$ cat src/rtl/mmser_pkg.sv
package mmser_pkg;

    localparam int DATA_W    = 8;
    localparam int FRAME_MAX = DATA_W + 3;   // start + data + ninth + stop

    typedef enum logic [1:0] {
        MODE_OFF  = 2'b00,
        MODE_8BIT = 2'b01,
        MODE_9A   = 2'b10,
        MODE_9B   = 2'b11
    } mode_e;

    // Control/status register, MSB first
    typedef struct packed {
        mode_e mode;
        logic  mp_en;
        logic  rx_en;
        logic  tx_ninth;
        logic  rx_ninth;
        logic  tx_done;
        logic  rx_done;
    } ctrl_t;

    typedef enum logic [1:0] {
        RX_IDLE,
        RX_START,
        RX_DATA,
        RX_STOP
    } rx_state_e;

    typedef struct packed {
        logic [DATA_W-1:0] data;
        logic              ninth;
        logic              stop;
    } rx_word_t;

    localparam logic [1:0] A_CTRL = 2'd0;
    localparam logic [1:0] A_BUF  = 2'd1;
    localparam logic [1:0] A_RATE = 2'd2;

    function automatic logic has_ninth(mode_e m);
        return (m == MODE_9A) || (m == MODE_9B);
    endfunction

    function automatic logic vote3(logic a, logic b, logic c);
        return (a & b) | (a & c) | (b & c);
    endfunction

endpackage

$ cat src/rtl/mmser_tx.sv
module mmser_tx
    import mmser_pkg::*;
#(
    parameter int OSR = 16
) (
    input  logic              clk,
    input  logic              rst,
    input  logic              osr_en,
    input  logic              start,
    input  logic              nine,
    input  logic              tb8,
    input  logic [DATA_W-1:0] data,
    output logic              txd,
    output logic              busy,
    output logic              done
);
    localparam int CNT_W = $clog2(OSR);
    localparam int BIT_W = $clog2(FRAME_MAX + 1);

    logic [FRAME_MAX-1:0] shreg;
    logic [CNT_W-1:0]     cnt;
    logic [BIT_W-1:0]     left;

    always_ff @(posedge clk) begin
        if (rst) begin
            shreg <= '1;
            cnt   <= '0;
            left  <= '0;
            busy  <= 1'b0;
            done  <= 1'b0;
        end else begin
            done <= 1'b0;
            if (start && !busy) begin
                shreg <= {1'b1, (nine ? tb8 : 1'b1), data, 1'b0};
                left  <= nine ? BIT_W'(FRAME_MAX) : BIT_W'(FRAME_MAX - 1);
                cnt   <= '0;
                busy  <= 1'b1;
            end else if (busy && osr_en) begin
                if (cnt == CNT_W'(OSR - 1)) begin
                    cnt   <= '0;
                    shreg <= {1'b1, shreg[FRAME_MAX-1:1]};
                    left  <= left - 1'b1;
                    if (left == BIT_W'(1)) begin
                        busy <= 1'b0;
                        done <= 1'b1;
                    end
                end else begin
                    cnt <= cnt + 1'b1;
                end
            end
        end
    end

    assign txd = shreg[0];

    p_idle_high_r2: assert property (@(posedge clk) disable iff (rst)
        !busy |-> txd);

    p_done_ends_r4: assert property (@(posedge clk) disable iff (rst)
        done |-> (!busy && txd));

endmodule

$ cat src/rtl/mmser_rx.sv
module mmser_rx
    import mmser_pkg::*;
#(
    parameter int OSR = 16
) (
    input  logic     clk,
    input  logic     rst,
    input  logic     osr_en,
    input  logic     en,
    input  logic     nine,
    input  logic     rxd,
    output logic     valid,
    output rx_word_t word
);
    localparam int CNT_W = $clog2(OSR);
    localparam int IDX_W = $clog2(DATA_W + 1);
    localparam int MID   = OSR / 2;

    rx_state_e        state;
    logic [CNT_W-1:0] cnt;
    logic [IDX_W-1:0] idx;
    logic [1:0]       samp;
    logic [DATA_W:0]  shreg;
    logic             stop_q;
    logic             meta, rxd_s;
    logic             vote;
    logic [IDX_W-1:0] last_idx;

    assign vote     = vote3(samp[1], samp[0], rxd_s);
    assign last_idx = nine ? IDX_W'(DATA_W) : IDX_W'(DATA_W - 1);

    always_ff @(posedge clk) begin
        if (rst) begin
            meta  <= 1'b1;
            rxd_s <= 1'b1;
        end else begin
            meta  <= rxd;
            rxd_s <= meta;
        end
    end

    always_ff @(posedge clk) begin
        if (rst) begin
            state  <= RX_IDLE;
            cnt    <= '0;
            idx    <= '0;
            samp   <= '0;
            shreg  <= '0;
            stop_q <= 1'b0;
            valid  <= 1'b0;
        end else begin
            valid <= 1'b0;
            if (!en) begin
                state <= RX_IDLE;
            end else if (osr_en) begin
                if (state == RX_IDLE) begin
                    if (!rxd_s) begin
                        state <= RX_START;
                        cnt   <= '0;
                    end
                end else begin
                    cnt <= (cnt == CNT_W'(OSR - 1)) ? '0 : cnt + 1'b1;
                    if (cnt == CNT_W'(MID - 1) || cnt == CNT_W'(MID))
                        samp <= {samp[0], rxd_s};
                    if (cnt == CNT_W'(MID + 1)) begin
                        if (state == RX_START) begin
                            if (vote) state <= RX_IDLE;
                        end else if (state == RX_DATA) begin
                            shreg[idx] <= vote;
                        end else begin
                            stop_q <= vote;
                            valid  <= 1'b1;
                            state  <= RX_IDLE;
                        end
                    end
                    if (cnt == CNT_W'(OSR - 1)) begin
                        if (state == RX_START) begin
                            state <= RX_DATA;
                            idx   <= '0;
                        end else if (state == RX_DATA) begin
                            if (idx == last_idx) state <= RX_STOP;
                            else idx <= idx + 1'b1;
                        end
                    end
                end
            end
        end
    end

    assign word.data  = shreg[DATA_W-1:0];
    assign word.ninth = shreg[DATA_W];
    assign word.stop  = stop_q;

    p_rx_off_r7: assert property (@(posedge clk) disable iff (rst)
        !en |=> (state == RX_IDLE && !valid));

    p_valid_after_stop_r5: assert property (@(posedge clk) disable iff (rst)
        valid |-> $past(state) == RX_STOP);

endmodule

$ cat src/rtl/mmser_regs.sv
module mmser_regs
    import mmser_pkg::*;
(
    input  logic              clk,
    input  logic              rst,
    input  logic              tick,
    input  logic              we,
    input  logic [1:0]        addr,
    input  logic [DATA_W-1:0] wdata,
    input  logic              tx_busy,
    input  logic              tx_done,
    input  logic              rx_valid,
    input  rx_word_t          rx_word,
    output ctrl_t             ctrl,
    output logic [DATA_W-1:0] rdata,
    output logic              tx_start,
    output logic              osr_en
);
    ctrl_t             ctrl_n;
    logic [DATA_W-1:0] rxbuf;
    logic              dbl, half;
    logic              nine, accept;

    assign nine   = has_ninth(ctrl.mode);
    assign accept = rx_valid && ctrl.rx_en && !ctrl.rx_done &&
                    (!ctrl.mp_en || (nine ? rx_word.ninth : rx_word.stop));
    assign osr_en   = tick && (dbl || half);
    assign tx_start = we && (addr == A_BUF) && !tx_busy && (ctrl.mode != MODE_OFF);

    always_comb begin
        ctrl_n = ctrl;
        if (we && addr == A_CTRL) ctrl_n = ctrl_t'(wdata);
        if (tx_done) ctrl_n.tx_done = 1'b1;
        if (accept) begin
            ctrl_n.rx_done  = 1'b1;
            ctrl_n.rx_ninth = nine ? rx_word.ninth : rx_word.stop;
        end
    end

    always_ff @(posedge clk) begin
        if (rst) begin
            ctrl  <= '0;
            rxbuf <= '0;
            dbl   <= 1'b0;
            half  <= 1'b0;
        end else begin
            ctrl <= ctrl_n;
            if (tick) half <= ~half;
            if (we && addr == A_RATE) dbl <= wdata[0];
            if (accept) rxbuf <= rx_word.data;
        end
    end

    always_comb begin
        case (addr)
            A_CTRL:  rdata = ctrl;
            A_BUF:   rdata = rxbuf;
            A_RATE:  rdata = {{(DATA_W-1){1'b0}}, dbl};
            default: rdata = '0;
        endcase
    end

    p_ti_sticky_r4: assert property (@(posedge clk) disable iff (rst)
        (ctrl.tx_done && !(we && addr == A_CTRL)) |=> ctrl.tx_done);

    p_ri_sticky_r5: assert property (@(posedge clk) disable iff (rst)
        (ctrl.rx_done && !(we && addr == A_CTRL)) |=> ctrl.rx_done);

    p_hold_full_r9: assert property (@(posedge clk) disable iff (rst)
        (rx_valid && ctrl.rx_done) |=> $stable(rxbuf));

    p_mp_filter_r8: assert property (@(posedge clk) disable iff (rst)
        (rx_valid && ctrl.mp_en && nine && !rx_word.ninth) |=> $stable(rxbuf));

endmodule

$ cat src/rtl/mmserial_port.sv
module mmserial_port
    import mmser_pkg::*;
#(
    parameter int OSR = 16
) (
    input  logic       clk,
    input  logic       rst,
    input  logic       os_tick,
    input  logic       reg_we,
    input  logic [1:0] reg_addr,
    input  logic [7:0] reg_wdata,
    output logic [7:0] reg_rdata,
    input  logic       ser_rx,
    output logic       ser_tx
);
    ctrl_t    ctrl;
    logic     osr_en, tx_start, tx_busy, tx_done, rx_valid;
    rx_word_t rx_word;

    mmser_regs u_regs (
        .clk      (clk),
        .rst      (rst),
        .tick     (os_tick),
        .we       (reg_we),
        .addr     (reg_addr),
        .wdata    (reg_wdata),
        .tx_busy  (tx_busy),
        .tx_done  (tx_done),
        .rx_valid (rx_valid),
        .rx_word  (rx_word),
        .ctrl     (ctrl),
        .rdata    (reg_rdata),
        .tx_start (tx_start),
        .osr_en   (osr_en)
    );

    mmser_tx #(.OSR(OSR)) u_tx (
        .clk    (clk),
        .rst    (rst),
        .osr_en (osr_en),
        .start  (tx_start),
        .nine   (has_ninth(ctrl.mode)),
        .tb8    (ctrl.tx_ninth),
        .data   (reg_wdata),
        .txd    (ser_tx),
        .busy   (tx_busy),
        .done   (tx_done)
    );

    mmser_rx #(.OSR(OSR)) u_rx (
        .clk    (clk),
        .rst    (rst),
        .osr_en (osr_en),
        .en     (ctrl.rx_en && (ctrl.mode != MODE_OFF)),
        .nine   (has_ninth(ctrl.mode)),
        .rxd    (ser_rx),
        .valid  (rx_valid),
        .word   (rx_word)
    );

    p_mode_off_r3: assert property (@(posedge clk) disable iff (rst)
        (ctrl.mode == MODE_OFF && !tx_busy) |=> !tx_busy);

endmodule

$ cat config.mk
export PLATFORM = sky130hd
export DESIGN_NAME = mmserial_port
export DESIGN_NICKNAME = d
export VERILOG_FILES = /design/src/rtl/mmser_pkg.sv /design/src/rtl/mmser_tx.sv /design/src/rtl/mmser_rx.sv /design/src/rtl/mmser_regs.sv /design/src/rtl/mmserial_port.sv
export SDC_FILE = /design/constraint.sdc
export NUM_CORES = 1
export LEC_CHECK = 0
export ABC_AREA = 1
export BUFFER_PORTS_ARGS = -buffer_cell sky130_fd_sc_hd__buf_4
export CORE_MARGIN = 2
export CORE_UTILIZATION = 54
export CTS_CLUSTER_DIAMETER = 120
export DETAILED_ROUTE_END_ITERATION = 8
export GPL_TIMING_DRIVEN = 1
export PLACE_DENSITY_LB_ADDON = 0.2
export SYNTH_ARGS = -nofsm -noshare
export SYNTH_HDL_FRONTEND = slang
export SYNTH_HIERARCHICAL = 1
export SYNTH_SLANG_ARGS = --single-unit
$ cat constraint.sdc
create_clock -name clk -period 1.7 [get_ports clk]
set_input_delay 0.085 -clock clk [delete_from_list [all_inputs] [get_ports clk]]
set_output_delay 0.085 -clock clk [all_outputs]
set_load 0.02 [all_outputs]
==> results of run 1 <==
## placed cells by master (no fill, tap or decap), types with 8 or more instances in the layout
cell type,Yosys,final
a21oi_1,38,38
ha_1,14,14
o21ai_0,17,17
buf_4,1,30
nor2_1,53,52
nand3b_1,8,8
nand3_1,43,43
dfxtp_1,63,62
nand2_1,128,128
inv_1,45,44
clkbuf_8,0,9
## worst max-delay path: stages, from the launching register on
cell	delay, ns
dfxtp_1	0.33
inv_1	0.06
ha_1	0.27
inv_2	0.12
nand4_1	0.15
nor3_4	0.18
buf_12	0.16
nand2_1	0.05
nand2_1	0.06
a21oi_1	0.06
## routing by layer
layer	up-vias	GRT usage [%]
met2	81	36.9
li1	1586	-
met4	0	10.2
met5	-	0
met1	1364	28.5
met3	9	3.70
## synth_stat cells, drive strengths merged
cell type and n:
o21ai 18, nor3 5, clkinv 1, a22o 5, dfxtp 63, a21boi 1
nand3b 8, ha 14, clkbuf 5, a31oi 1, nor2 58, nand2 132
a21oi 39, o211ai 1, xor2 3, or2 3, buf 9, xnor2 3
nand3 45, nor4 1, nand4 5, o21a 1, inv 50, a211oi 2
## repair_timing
action	CTS	global route
resized for setup	0	5
hold endpoints to repair	6	0
hold buffers	2	0
endpoints found under the setup margin	0	17
## layout make-up
type / count / area, sq um
inverters: 51 / 191
multi-input cells: 345 / 1810
clock inverters: 6 / 61.3
fillers: 544 / 2140
well taps: 75 / 93.8
repair buffers: 33 / 265
clock buffers: 10 / 128
flip-flops and latches: 63 / 1260
## cell families (layout without fill, tap and decap cells)
group                    count (synthesis)  in the layout  share of synthesized area [%]
flip-flops                              63             63                           37.7
adder cells (fa/ha/maj)                 14             14                           5.24
buffers and inverters                   65            100                           8.64
XOR/XNOR                                 6              6                           1.57
AO/OA/AOI/OAI                           68             68                           11.4
AND/OR/NAND/NOR                        257            257                           35.5
## metrics by stage
stage               utilization (%)  total power [W]  cell area, sq um
global route                   64.0          0.00307              3810
detailed placement             60.2          0.00174              3590
global placement               60.2          0.00173              3590
finish                         64.0          0.00296              3810
floorplan                         -          0.00166              3350
CTS                            63.7          0.00299              3800
## sequential cells by signal, summed over array words and instances, names as in the netlist
signal / cells
u_tx/shreg: 10
u_tx/left: 4
u_regs/dbl: 1
u_regs/ctrl: 8
u_rx/samp: 2
u_rx/cnt: 4
u_regs/half: 1
u_rx/idx: 4
u_rx/stop_q: 1
u_tx/done: 1
u_regs/rxbuf: 8
u_rx/rxd_s: 1
u_rx/valid: 1
u_tx/cnt: 4
u_rx/shreg: 9
u_rx/meta: 1
u_rx/state: 2
u_tx/busy: 1
## power groups by stage
stage	logic [W]	registers (W)	clock network, W
after floorplan	0.000118	0.00155	0
after global placement	0.000184	0.00155	0
after detailed placement	0.000188	0.00155	0
after CTS	0.000192	0.00152	0.00128
after global routing	0.000216	0.00152	0.00134
final	0.000194	0.00152	0.00125
## worst min path at each step
stage / slack [ns] / endpoint / cells past startpoint / startpoint
final: 0.02 / u_regs/half / 3 / os_tick
after global routing: 0.03 / u_regs/ctrl[6] / 3 / reg_wdata[6]
after CTS: 0.008 / u_regs/ctrl[3] / 3 / reg_wdata[3]
after detailed placement: 0.27 / u_rx/meta / 2 / ser_rx
after global placement: 0.27 / u_rx/meta / 2 / ser_rx
after floorplan: 0.15 / u_regs/ctrl[0] / 1 / rst
==> flow_summary.toml, run 1 <==
[timing]
setup_violations = 0
finalWorstSetupSlack_ns = 0.142
setup_tns_ns = 0
max_freq_mhz = 642
tightestPinTransition_ns = 0.450
rsz0062_at_grt = "false"
finalCritPeriodShare_pct = 91.7
report.final.slew_viol_count = 0
final_hold_viol_count = 0
max_slew_margin_pct = 70.0
period_needed_ns = 1.56
finClkSkew_ns = 0.00680
holdWs_ns = 0.0177

[yosys]
synth_top_area_cell = "dfxtp_1"
netlist_area_sq_mm = 0.00335
synth_warnings = 6
synth.top_cell.area_share_pct = 37.7
syn_avg_cell_area_sq_um = 7.07
syn-num-nets = 502
yosysUniqueCellTypes = 37
ys_ff_latch = 63
syn_inst = 473
synthTopCellsByArea = "dfxtp_1, nand2_1, nand3_1"
yosysSeqAreaShare_pct = 37.7

[drt]
wl_met3_microns = 344
via_per_inst = 5.21
drc = 0
routed-wl-met2_mm = 3.28
wl_mm = 7.14
top_layer_used = "met4"
wl_per_cell_microns = 12.2
drt_iter0_markers = 190
first_pass_iters = 4
m1WireLength_mm = 3.40
drtAntennaViolNets = 0
num_vias = 3040

[die]
core-area_sq_mm = 0.00596
initial_core_util_pct = 56.2
dieArea_sq_mm = 0.00684
die_y_microns = 82.7
die_x_microns = 82.7
rows = 28
io_pins = 24

[power_and_ir_drop]
clock_power_share_pct = 42.3
p_sw_share_pct = 24.2
p_leak_nw = 1.69
seq_power_share_pct = 51.1
combPwrFrac_pct = 6.5
p_per_area_mw_per_mm2 = 778
ir_worst_vdd_v = 0.000569
p_sw_w = 0.000719
p_int_w = 0.00225

[worst_setup_path]
endpoint = "u_rx/shreg[5]"
r2r_end = "u_rx/shreg[5]"
end_kind = "flip-flop"
crit_start = "u_rx/state[1]"
path_class = "reg2reg"
worstPathRequired_ns = 1.92
worstSetupStartpointType = "flip-flop"
path_max_fanout = 18
worstPathArrival_ns = 1.78
reg2reg_setup_slack_ns = 0.14
ff2ff_path_depth = 9
r2r-start = "u_rx/state[1]"

[run]
cap_violations = 0

[finish]
drive_gt1_share_pct = 14.2
antenna_cells = 0
fin_cells = 583
nets = 532
area_delta_synth_final_pct = 13.9

[min_path]
hp-class = "in2reg"

[clock_tree]
cts_tree = "built"
cts-root-buf = "clkbuf_8"
post_cts_buffers = 0
cts_buffers = 9
cts_buffer_depth = 2
htreeDepth = 3
clk_latency_ns = 0.34
clkTransAtPathRegs_ns = 0.07
clock-sinks = 63

[global_route]
grt_pass1_wl_mm = 11.6
overflow = 0
grt_pass1_vias = 2693
grt_usage_pct = 22.3
grt_max_degree = 22
antenna_found_initial = 0

[status]
status = "finished, final reports clean"

[placement]
pre_cts_ws_ns = 0.0779
io_buffers = 23
numPlacedInstances = 565
gp_congestion = 0.840
dpl.hpwl_mm = 5.12
Power figures use the tool's default switching activity.
==> run 2, diff against run 1 <==
Settings changed: ABC_AREA 1 to unset.
==> run 2 against run 1 <==
The run now ends with setup timing left. Synthesized cell count shrank 20%. Flip-flop and latch count is the same. Routed wire length grew 13%. Clock-buffer cell count grew 1. Clock skew grew 0.0034 ns. Sequential power is essentially flat. Synthesized area grew 5.9%. Hold slack gained 0.0061 ns. Critical path depth shrank 4. Register-to-register slack lost 0.16 ns. Largest cell class unchanged. Largest power group unchanged.
==> flow_summary.toml, run 2 <==
[global_route]
grt_usage_pct = 23.3
grt_util_met3_pct = 6.03
grt_pass1_wl_mm = 13.5
grtUsageMet2_pct = 38.5
grt_max_degree = 36
overflow = 0
grt_pass1_vias = 2910
antenna_found_initial = 0
met1_usage_pct = 30.0
top_usage_layer = "met2"

[die]
core-area_sq_mm = 0.00635
dieArea_sq_mm = 0.00722
initial_core_util_pct = 55.8
io_pins = 24
rows = 29
die_y_microns = 85.0
die_x_microns = 85.0

[power_and_ir_drop]
p_per_area_mw_per_mm2 = 716
power_w = 0.00318
combPwrFrac_pct = 6.4
p_int_w = 0.00249
seq_power_share_pct = 47.3
ir_worst_vdd_v = 0.000728
p_sw_share_pct = 21.7
p_leak_nw = 1.77
p_sw_w = 0.000692
clock_power_share_pct = 46.3

[clock_tree]
clock-sinks = 63
cts_buffers = 9
cts-root-buf = "clkbuf_8"
htreeDepth = 3
clkTransAtPathRegs_ns = 0.07
clk_latency_ns = 0.34
cts_buffer_depth = 2
cts_tree = "built"

[drt]
wl_per_cell_microns = 15.9
num_vias = 2933
first_pass_iters = 4
drt_iter0_markers = 146
wl_mm = 8.09
via_per_inst = 5.75
drc = 0
drtAntennaViolNets = 0

[worst_setup_path]
critPathBufInv = 1
path_delay_family = "compound AO/OA/AOI/OAI gates"
path_class = "reg2reg"
crit_chain = "o21a_4, and4_1, buf_12, a2111oi_0, a211oi_1"
crit_path_max_incr_delay_ns = 0.46
worstSetupStartpointType = "flip-flop"
path_max_fanout = 7
worstPathArrival_ns = 1.92
cp_slowest_cell = "a2111oi_0"
worstPathRequired_ns = 1.91
end_kind = "flip-flop"

[finish]
largest_reg_flops = 10
multiInputGateArea_sq_mm = 0.00225
seq_area_sq_mm = 0.00127
reg_top3 = "u_tx/shreg (10), u_rx/shreg (9)"
final_cell_area_sq_mm = 0.00444
nets = 457
area_delta_synth_final_pct = 25.4
drive_gt1_share_pct = 31.2
fin_cells = 510
most-common-layout-cells = "dfxtp_1, buf_4, mux2i_1"
layout_commonest_cell = "dfxtp_1"
n_fill_cell = 488
antenna_cells = 0
largest_register = "u_tx/shreg"

[yosys]
ys.flop_type = "dfxtp_1"
synth_top_area_cell = "dfxtp_1"
yosysUniqueCellTypes = 63
ys_async_sr_fraction_pct = 0
syn_avg_cell_area_sq_um = 9.37
synth.top_cell.area_share_pct = 35.6
netlist_area_sq_mm = 0.00354
syn_inst = 378
syn-num-nets = 407
synth_edf_count = 0
yosys-top-cells-count = "dfxtp_1, mux2i_1, nand2_1"
synthTopCellsByArea = "dfxtp_1, mux2i_1, ha_1"
ys_ff_latch = 63
yosys.cell_count.top_type = "dfxtp_1"
synth_warnings = 6
yosysSeqAreaShare_pct = 35.6

[min_path]
hp-class = "in2reg"

[timing]
max_freq_mhz = 583
max_slew_margin_pct = 70.0
finalCritPeriodShare_pct = 101
report.final.slew_viol_count = 0
tightestPinTransition_ns = 0.438
rsz0062_at_grt = "true"
final_hold_viol_count = 0
finalWorstSetupSlack_ns = -0.0139
period_needed_ns = 1.71
holdWs_ns = 0.0238
finClkSkew_ns = 0.0103
setup_violations = 2

[placement]
io_buffers = 23
placed_cell_area_sq_mm = 0.00394
dpl.hpwl_mm = 5.58
gp_congestion = 0.902
numPlacedInstances = 486

[status]
status = "finished, violations left"
violations = "setup timing"

[run]
cap_violations = 0
-- run 2: cell type report --
type                            count  area share, %
Sequential cell                    63           28.6
Timing Repair Buffer               64           12.4
Inverter                           12           1.01
Multi-Input combinational cell    278           50.6
Clock inverter                      5           1.80
Tap cell                           77           2.17
Clock buffer                       11           3.41
-- run 2: power by group through the flow --
stage / clock network [W] / registers (W) / logic, W
after global placement: 0 / 0.00154 / 0.000181
after CTS: 0.00151 / 0.00150 / 0.000192
after global routing: 0.00158 / 0.00150 / 0.000222
after detailed placement: 0 / 0.00154 / 0.000183
after floorplan: 0 / 0.00153 / 0.000110
final: 0.00147 / 0.00150 / 0.000205
-- run 2: repair_timing --
action                                  in CTS  in global routing
pin swaps                                    0                 10
hold buffers                                 4                  0
hold endpoints to repair                     4                  0
cloned                                       0                  2
gates resized for setup                      2                 33
endpoints found under the setup margin       5                 19
setup buffers                                0                  2
-- run 2: metrics by stage --
stage                     worst slack (ns)  setup TNS, ns  utilization, %
after floorplan                     0.0276              0               -
after CTS                           0.0114              0            66.5
final                              -0.0139        -0.0266            70.0
after global routing               -0.0768         -0.465            70.0
after detailed placement          -0.00485       -0.00485            62.1
after global placement            -0.00758       -0.00758            62.1
-- run 2: kinds of logic (layout without fill, tap and decap cells) --
logic type,Yosys count,count (layout),synth area share [%]
adders and majority gates,15,15,5.23
xor gates and xnor gates,2,2,0.495
and+or+nand+nor,155,155,24.8
muxes,43,43,12.4
AOI/OAI and AO/OA,63,63,15.7
DFF,63,63,35.6
buffers and inverters,37,92,5.79
-- run 2: worst paths after layout --
| check | start | end | slack (ns) | cells after the start |
|---|---|---|---|---|
| setup / recovery | u_regs/dbl | u_tx/shreg[2] | -0.01 | 5 |
| setup reg to reg | u_regs/dbl | u_tx/shreg[2] | -0.01 | 5 |
| hold reg to reg | u_rx/meta | u_rx/rxd_s | 0.41 | 1 |
| hold / removal | reg_wdata[3] | u_regs/ctrl[3] | 0.02 | 3 |
-- run 2: worst reg2reg max path, cell delays in order, from the launching register on --
cell and delay, ns:
dfxtp_1 0.35, o21a_4 0.26, and4_1 0.26, buf_12 0.17
a2111oi_0 0.47, a211oi_1 0.09
-- run 2: layer usage --
| metal | vias up | share of wire, % |
|---|---|---|
| met2 | 51 | 49 |
| met3 | 12 | 3.4 |
| met1 | 1401 | 46 |
| met5 | - | 0 |
| met4 | 0 | 1.7 |
| li1 | 1469 | - |
